## src/rtl/sir_unwrap_pkg.sv

```systemverilog
package sir_unwrap_pkg;
    localparam logic [7:0] FLAG_BOF = 8'hC0;
    localparam logic [7:0] FLAG_EOF = 8'hC1;
    localparam logic [7:0] ESC_CHAR = 8'h7D;
    localparam logic [7:0] ESC_XOR  = 8'h20;

    typedef enum logic [1:0] {
        ST_IDLE,
        ST_LEAD,
        ST_BODY,
        ST_ESC
    } rx_state_t;

    typedef enum logic [1:0] {
        CL_DATA,
        CL_BOF,
        CL_EOF,
        CL_ESC
    } byte_class_t;
endpackage

```

## src/rtl/sir_byte_classify.sv

```systemverilog
module sir_byte_classify
    import sir_unwrap_pkg::*;
(
    input  logic [7:0]  byte_i,
    output byte_class_t cls_o
);
    always_comb begin
        if (byte_i == FLAG_BOF)      cls_o = CL_BOF;
        else if (byte_i == FLAG_EOF) cls_o = CL_EOF;
        else if (byte_i == ESC_CHAR) cls_o = CL_ESC;
        else                         cls_o = CL_DATA;
    end
endmodule

```

## src/rtl/sir_frame_fsm.sv

```systemverilog
module sir_frame_fsm
    import sir_unwrap_pkg::*;
(
    input  logic        clk,
    input  logic        rst_n,
    input  logic        in_valid,
    input  logic [7:0]  in_byte,
    input  byte_class_t cls,
    output logic        act_pass,
    output logic [7:0]  act_byte,
    output logic        act_open,
    output logic        act_close,
    output logic        act_sirbad,
    output logic        act_phy
);
    rx_state_t state_q, state_d;

    always_ff @(posedge clk) begin
        if (!rst_n) state_q <= ST_IDLE;
        else        state_q <= state_d;
    end

    always_comb begin
        state_d    = state_q;
        act_pass   = 1'b0;
        act_byte   = in_byte;
        act_open   = 1'b0;
        act_close  = 1'b0;
        act_sirbad = 1'b0;
        act_phy    = 1'b0;
        if (in_valid) begin
            unique case (state_q)
                ST_IDLE: begin
                    if (cls == CL_BOF) begin
                        act_open = 1'b1;
                        state_d  = ST_LEAD;
                    end
                end
                ST_LEAD: begin
                    unique case (cls)
                        CL_BOF:  state_d = ST_LEAD;
                        CL_EOF: begin
                            act_close = 1'b1;
                            state_d   = ST_IDLE;
                        end
                        CL_ESC:  state_d = ST_ESC;
                        default: begin
                            act_pass = 1'b1;
                            state_d  = ST_BODY;
                        end
                    endcase
                end
                ST_BODY: begin
                    unique case (cls)
                        CL_BOF: begin
                            act_close  = 1'b1;
                            act_sirbad = 1'b1;
                            act_open   = 1'b1;
                            state_d    = ST_LEAD;
                        end
                        CL_EOF: begin
                            act_close = 1'b1;
                            state_d   = ST_IDLE;
                        end
                        CL_ESC:  state_d = ST_ESC;
                        default: act_pass = 1'b1;
                    endcase
                end
                ST_ESC: begin
                    unique case (cls)
                        CL_BOF: begin
                            act_close = 1'b1;
                            act_phy   = 1'b1;
                            act_open  = 1'b1;
                            state_d   = ST_LEAD;
                        end
                        CL_EOF: begin
                            act_close = 1'b1;
                            act_phy   = 1'b1;
                            state_d   = ST_IDLE;
                        end
                        default: begin
                            act_pass = 1'b1;
                            act_byte = in_byte ^ ESC_XOR;
                            state_d  = ST_BODY;
                        end
                    endcase
                end
                default: state_d = ST_IDLE;
            endcase
        end
    end

    AST_IDLE_NO_PASS: assert property (@(posedge clk) disable iff (!rst_n)
        (state_q == ST_IDLE) |-> !act_pass);
    AST_CLOSE_ON_FLAG: assert property (@(posedge clk) disable iff (!rst_n)
        act_close |-> (in_valid && (cls == CL_BOF || cls == CL_EOF)));
    AST_HOLD_WHEN_IDLE_IN: assert property (@(posedge clk) disable iff (!rst_n)
        !in_valid |=> (state_q == $past(state_q)));
endmodule

```

## src/rtl/sir_frame_counter.sv

```systemverilog
module sir_frame_counter #(
    parameter int CNT_W = 12
) (
    input  logic             clk,
    input  logic             rst_n,
    input  logic             open_i,
    input  logic             pass_i,
    input  logic [CNT_W-1:0] max_len,
    output logic [CNT_W-1:0] cnt_o,
    output logic             room_o,
    output logic             first_o,
    output logic             over_o
);
    localparam logic [CNT_W-1:0] ONE = {{(CNT_W-1){1'b0}}, 1'b1};

    assign room_o = (cnt_o < max_len);

    always_ff @(posedge clk) begin
        if (!rst_n) begin
            cnt_o   <= '0;
            first_o <= 1'b0;
            over_o  <= 1'b0;
        end else if (open_i) begin
            cnt_o   <= '0;
            first_o <= 1'b1;
            over_o  <= 1'b0;
        end else if (pass_i) begin
            if (room_o) begin
                cnt_o   <= cnt_o + ONE;
                first_o <= 1'b0;
            end else begin
                over_o  <= 1'b1;
            end
        end
    end

    AST_COUNT_STEP: assert property (@(posedge clk) disable iff (!rst_n)
        (cnt_o != $past(cnt_o)) |-> (cnt_o == '0 || cnt_o == $past(cnt_o) + ONE));
    AST_COUNT_LIMIT: assert property (@(posedge clk) disable iff (!rst_n)
        (pass_i && !open_i && !room_o) |=> $stable(cnt_o));
endmodule

```

## src/rtl/sir_unwrap_filter.sv

```systemverilog
module sir_unwrap_filter
    import sir_unwrap_pkg::*;
#(
    parameter int CNT_W = 12
) (
    input  logic             clk,
    input  logic             rst_n,
    input  logic             in_valid,
    input  logic [7:0]       in_byte,
    input  logic [CNT_W-1:0] max_len,
    output logic             out_valid,
    output logic [7:0]       out_byte,
    output logic             out_sof,
    output logic             out_eof,
    output logic             err_sirbad,
    output logic             err_phy,
    output logic             err_length,
    output logic [CNT_W-1:0] byte_count,
    output logic [15:0]      flag_word
);
    byte_class_t cls;
    logic        act_pass, act_open, act_close, act_sirbad, act_phy;
    logic [7:0]  act_byte;
    logic        room, first, over;

    assign flag_word = {FLAG_EOF, FLAG_BOF};

    sir_byte_classify u_cls (
        .byte_i (in_byte),
        .cls_o  (cls)
    );

    sir_frame_fsm u_fsm (
        .clk        (clk),
        .rst_n      (rst_n),
        .in_valid   (in_valid),
        .in_byte    (in_byte),
        .cls        (cls),
        .act_pass   (act_pass),
        .act_byte   (act_byte),
        .act_open   (act_open),
        .act_close  (act_close),
        .act_sirbad (act_sirbad),
        .act_phy    (act_phy)
    );

    sir_frame_counter #(.CNT_W(CNT_W)) u_cnt (
        .clk     (clk),
        .rst_n   (rst_n),
        .open_i  (act_open),
        .pass_i  (act_pass),
        .max_len (max_len),
        .cnt_o   (byte_count),
        .room_o  (room),
        .first_o (first),
        .over_o  (over)
    );

    always_ff @(posedge clk) begin
        if (!rst_n) begin
            out_valid  <= 1'b0;
            out_byte   <= '0;
            out_sof    <= 1'b0;
            out_eof    <= 1'b0;
            err_sirbad <= 1'b0;
            err_phy    <= 1'b0;
            err_length <= 1'b0;
        end else begin
            out_valid  <= act_pass && room;
            out_sof    <= act_pass && room && first;
            if (act_pass && room) out_byte <= act_byte;
            out_eof    <= act_close;
            err_sirbad <= act_close && act_sirbad;
            err_phy    <= act_close && act_phy;
            err_length <= act_close && over;
        end
    end

    AST_FLAG_NOT_PASSED: assert property (@(posedge clk) disable iff (!rst_n)
        (in_valid && (in_byte == FLAG_BOF || in_byte == FLAG_EOF)) |=> !out_valid);
    AST_QUIET_NO_INPUT: assert property (@(posedge clk) disable iff (!rst_n)
        !in_valid |=> (!out_valid && !out_eof));
    AST_SOF_HAS_DATA: assert property (@(posedge clk) disable iff (!rst_n)
        out_sof |-> out_valid);
    AST_ERR_AT_EOF: assert property (@(posedge clk) disable iff (!rst_n)
        (err_sirbad || err_phy || err_length) |-> (out_eof && !out_valid));
    AST_FLAG_CONST: assert property (@(posedge clk) disable iff (!rst_n)
        flag_word == 16'hC1C0);
endmodule

```

## config.mk

```make
export PLATFORM = sky130hd
export DESIGN_NAME = sir_unwrap_filter
export DESIGN_NICKNAME = d
export VERILOG_FILES = /design/src/rtl/sir_unwrap_pkg.sv /design/src/rtl/sir_byte_classify.sv /design/src/rtl/sir_frame_fsm.sv /design/src/rtl/sir_frame_counter.sv /design/src/rtl/sir_unwrap_filter.sv
export SDC_FILE = /design/constraint.sdc
export NUM_CORES = 1
export LEC_CHECK = 0
export BUFFER_PORTS_ARGS = -buffer_cell sky130_fd_sc_hd__buf_2
export CAP_MARGIN = 20
export CORE_MARGIN = 3
export CORE_UTILIZATION = 54
export CTS_BUF_LIST = sky130_fd_sc_hd__clkbuf_4 sky130_fd_sc_hd__clkbuf_8
export CTS_CLUSTER_DIAMETER = 200
export DETAILED_ROUTE_END_ITERATION = 10
export GPL_TIMING_DRIVEN = 0
export PLACE_DENSITY = 0.89
export SYNTH_ARGS = -nofsm -noshare
export SYNTH_HDL_FRONTEND = slang
export SYNTH_HIERARCHICAL = 1
export SYNTH_SLANG_ARGS = --single-unit
export TNS_END_PERCENT = 20
```

## constraint.sdc

```tcl
create_clock -name clk -period 4.57 [get_ports clk]
set_input_delay 1.1425 -clock clk [delete_from_list [all_inputs] [get_ports clk]]
set_output_delay 1.1425 -clock clk [all_outputs]
set_load 0.02 [all_outputs]
```

==> metrics.txt <==
status=completed; WS Path Type=in2reg; htree depth=2; clock skew=between 10 and 15 ps; yosys warns=6; Max Clock Freq=255 MHz; CTS tree=built; maximum vdd drop=~150 uV; maximum clock path buffer count=2; Slowest cell on crit path=or4_1; Skew-Pair Late Insertion Delay=around 280 ps; I/O pins=65; Internal=just over 400 uW; RSZ-0062 raised after global routing=no; DP HPWL=3.74 mm; Synth Flop Type=dfxtp_1; commonest non-fill, non-tap cell in the layout=buf_2; WP data required=between 4000 and 5000 ps; Row Count=22; post-synth top area cell=dfxtp_1; pwr/cell area=about 210 nW/um^2; CTS buffer count=5; Setup crit end kind=flip-flop; clock net sink count=30; Die Y=~70 um; vias in the first global route=between 1500 and 2000; Post-CTS Setup Inserts=0; Post-synth EDFFs=0; Mapped Cells=approximately 250; number of max-cap violations=0; CP dominant cell by count=a21oi_1; Worst Path Max Fanout=8; die width=~69 um; Routed Antenna Nets=0; Worst Max-Slew Pin Slew=slightly above 500 ps; n_diodes=0; pins over their slew limit=0; WP data arrival=4130 ps; Tmin final=between 3000 and 4000 ps; Gate power share=0.115; sequential share of the synthesized area=0.277; Avg WL per Cell=approximately 13 um; CTS clk-pin slew, worst paths=approximately 60 ps; via count=1960; Final #Nets=370; grt ovf=0; final worst slack=652 ps; PortBufs=48; Period Utilization, post-route=0.857; Leakage=~0.0013 uW; hold_buf cts=0; CP top delay family=simple AND/OR/NAND/NOR gates; # DRC=0; core area=3770 um^2; Vias/cell=about 5.3; Sw Share=0.254; Slew headroom=0.659; sum of negative setup slack=0 ps; Final setup viols=0; Area Growth Syn to Fin=20.7%; root buffer selected by CTS=clkbuf_8; most frequent cells in the layout=buf_2, dfxtp_1, nand2_1; crit path cell chain=buf_2 > nor4_4 > a2bb2oi_1 > nor3b_2 > inv_1 > ha_1 > nand2b_1 > a21oi_1 > clkbuf_1 > and4_1 > nand4_1 > or4_1 > a21oi_1; max incr delay on CP=410 ps; initial antenna violation count=0; Final Core Density=0.694; Clk network pwr share=0.409; average size of a mapped cell=8.54 um^2; Worst Path Buf+Inv=3; largest net degree at the start of global routing=11; Reg power frac=0.476; Die Footprint=just under 5000 um^2; layout cells sized above 1=0.321; final hold vios=0; hold crit path type=reg2reg; post-cts sizing count=0; Final GP Congestion=just over 0.8; Synth Register Bits=30; Syn Std Cell Area=2170 um^2; initial core utilization=0.575; drt initial violations=around 100; area share of the largest cell type after synthesis=0.277; Psw=about 140 uW; gr usage total=0.203; DRT Wirelength=about 4.8 mm; dpl ws=between 300 and 400 ps; crit start category=input pin; Cell variety after synth=50; first drt pass iteration count=4; ys async rst share=0; first-pass GRT wire length=8.07 mm; Synth area leaders=dfxtp_1, ha_1, buf_4
## power by group through the flow
stage	combinational [uW]	sequential [uW]	clock [uW]
after floorplan	43.4	268	0
after global placement	60.2	268	0
after detailed placement	61.9	268	0
after CTS	62.4	262	226
after global routing	69.4	261	238
final	63.3	262	225
## synthesized netlist by cell type, types with 2 or more instances
cell and number:
a21o_1 2, ha_1 24, nand2b_1 8, o31ai_1 8, o41ai_1 2, a21oi_1 11
conb_1 2, nor3_1 2, mux2i_1 3, inv_1 20, and4_1 2, o21ai_2 8
and3_1 7, clkbuf_1 2, nand2_1 28, buf_2 3, dfxtp_1 30, nand4_1 12
o311ai_0 2, nor2_1 7, nor2b_1 2, buf_6 3, buf_4 25, nand3_1 3
o21ai_0 4, or4_1 7, and2_1 3, o211ai_1 2
## through the flow
step,power [uW],area (um^2),hold slack [ps],instances
floorplan,311,2220,417,268
global placement,328,2520,437,364
detailed placement,329,2520,436,364
CTS,550,2620,450,372
global route,569,2620,471,372
finish,550,2620,449,372
## registers in the layout, indices dropped and copies added, names as in the netlist
name and flops:
u_cnt/cnt_o 12, err_length 1, out_valid 1, u_cnt/over_o 1, u_cnt/first_o 1, out_eof 1, out_sof 1, u_fsm/state_q 2
err_phy 1, out_byte 8, err_sirbad 1
## worst register-to-register path, cell delays in order, from the launching register on
cell and delay [ps]:
dfxtp_1 350, ha_1 320, nand4_1 170, or4_1 610, nor2_2 330, buf_4 240, nor2_1 70, buf_4 160
and2_4 140, buf_6 140, o21ai_2 130
## per-layer routing
| layer | vias to the layer above | GRT usage | part of all wire |
|---|---|---|---|
| li1 | 1006 | - | - |
| met1 | 886 | 0.256 | 0.44 |
| met2 | 61 | 0.336 | 0.48 |
| met3 | 7 | 0.0493 | 0.062 |
| met4 | 0 | 0.0738 | 0.012 |
| met5 | - | 0 | 0 |
## path summary, 6_finish.rpt
path | cells after the start | endpoint | start | slack, ps
worst max-delay path | 13 | u_cnt/cnt_o[11] | in_byte[4] | 650
worst min-delay path | 2 | u_cnt/over_o | u_cnt/over_o | 450
worst max register to register | 10 | out_byte[3] | u_cnt/cnt_o[9] | 1850
worst min register to register | 2 | u_cnt/over_o | u_cnt/over_o | 450
## final cells by class
type,count,area [um^2]
Multi-Input combinational cell,185,1300
Fill cell,324,1150
Sequential cell,30,601
Buffer,33,244
Timing Repair Buffer,48,240
Clock buffer,6,82.6
Inverter,20,75.1
Tap cell,48,60.1
Clock inverter,2,12.5
## cell families (layout without fill, tap and decap cells)
kind of cell               after synthesis  after routing  share of synthesized area
other                                    2             16                    0.00346
DFF                                     30             30                      0.277
adders and majority gates               24             24                      0.138
and+or+nand+nor                         93             93                      0.252
muxes                                    3              3                     0.0138
AOI/OAI and AO/OA                       48             48                      0.164
xor gates and xnor gates                 1              1                    0.00404
buffers and inverters                   53            109                      0.147
Note: power is estimated with default switching activity, not from simulation.
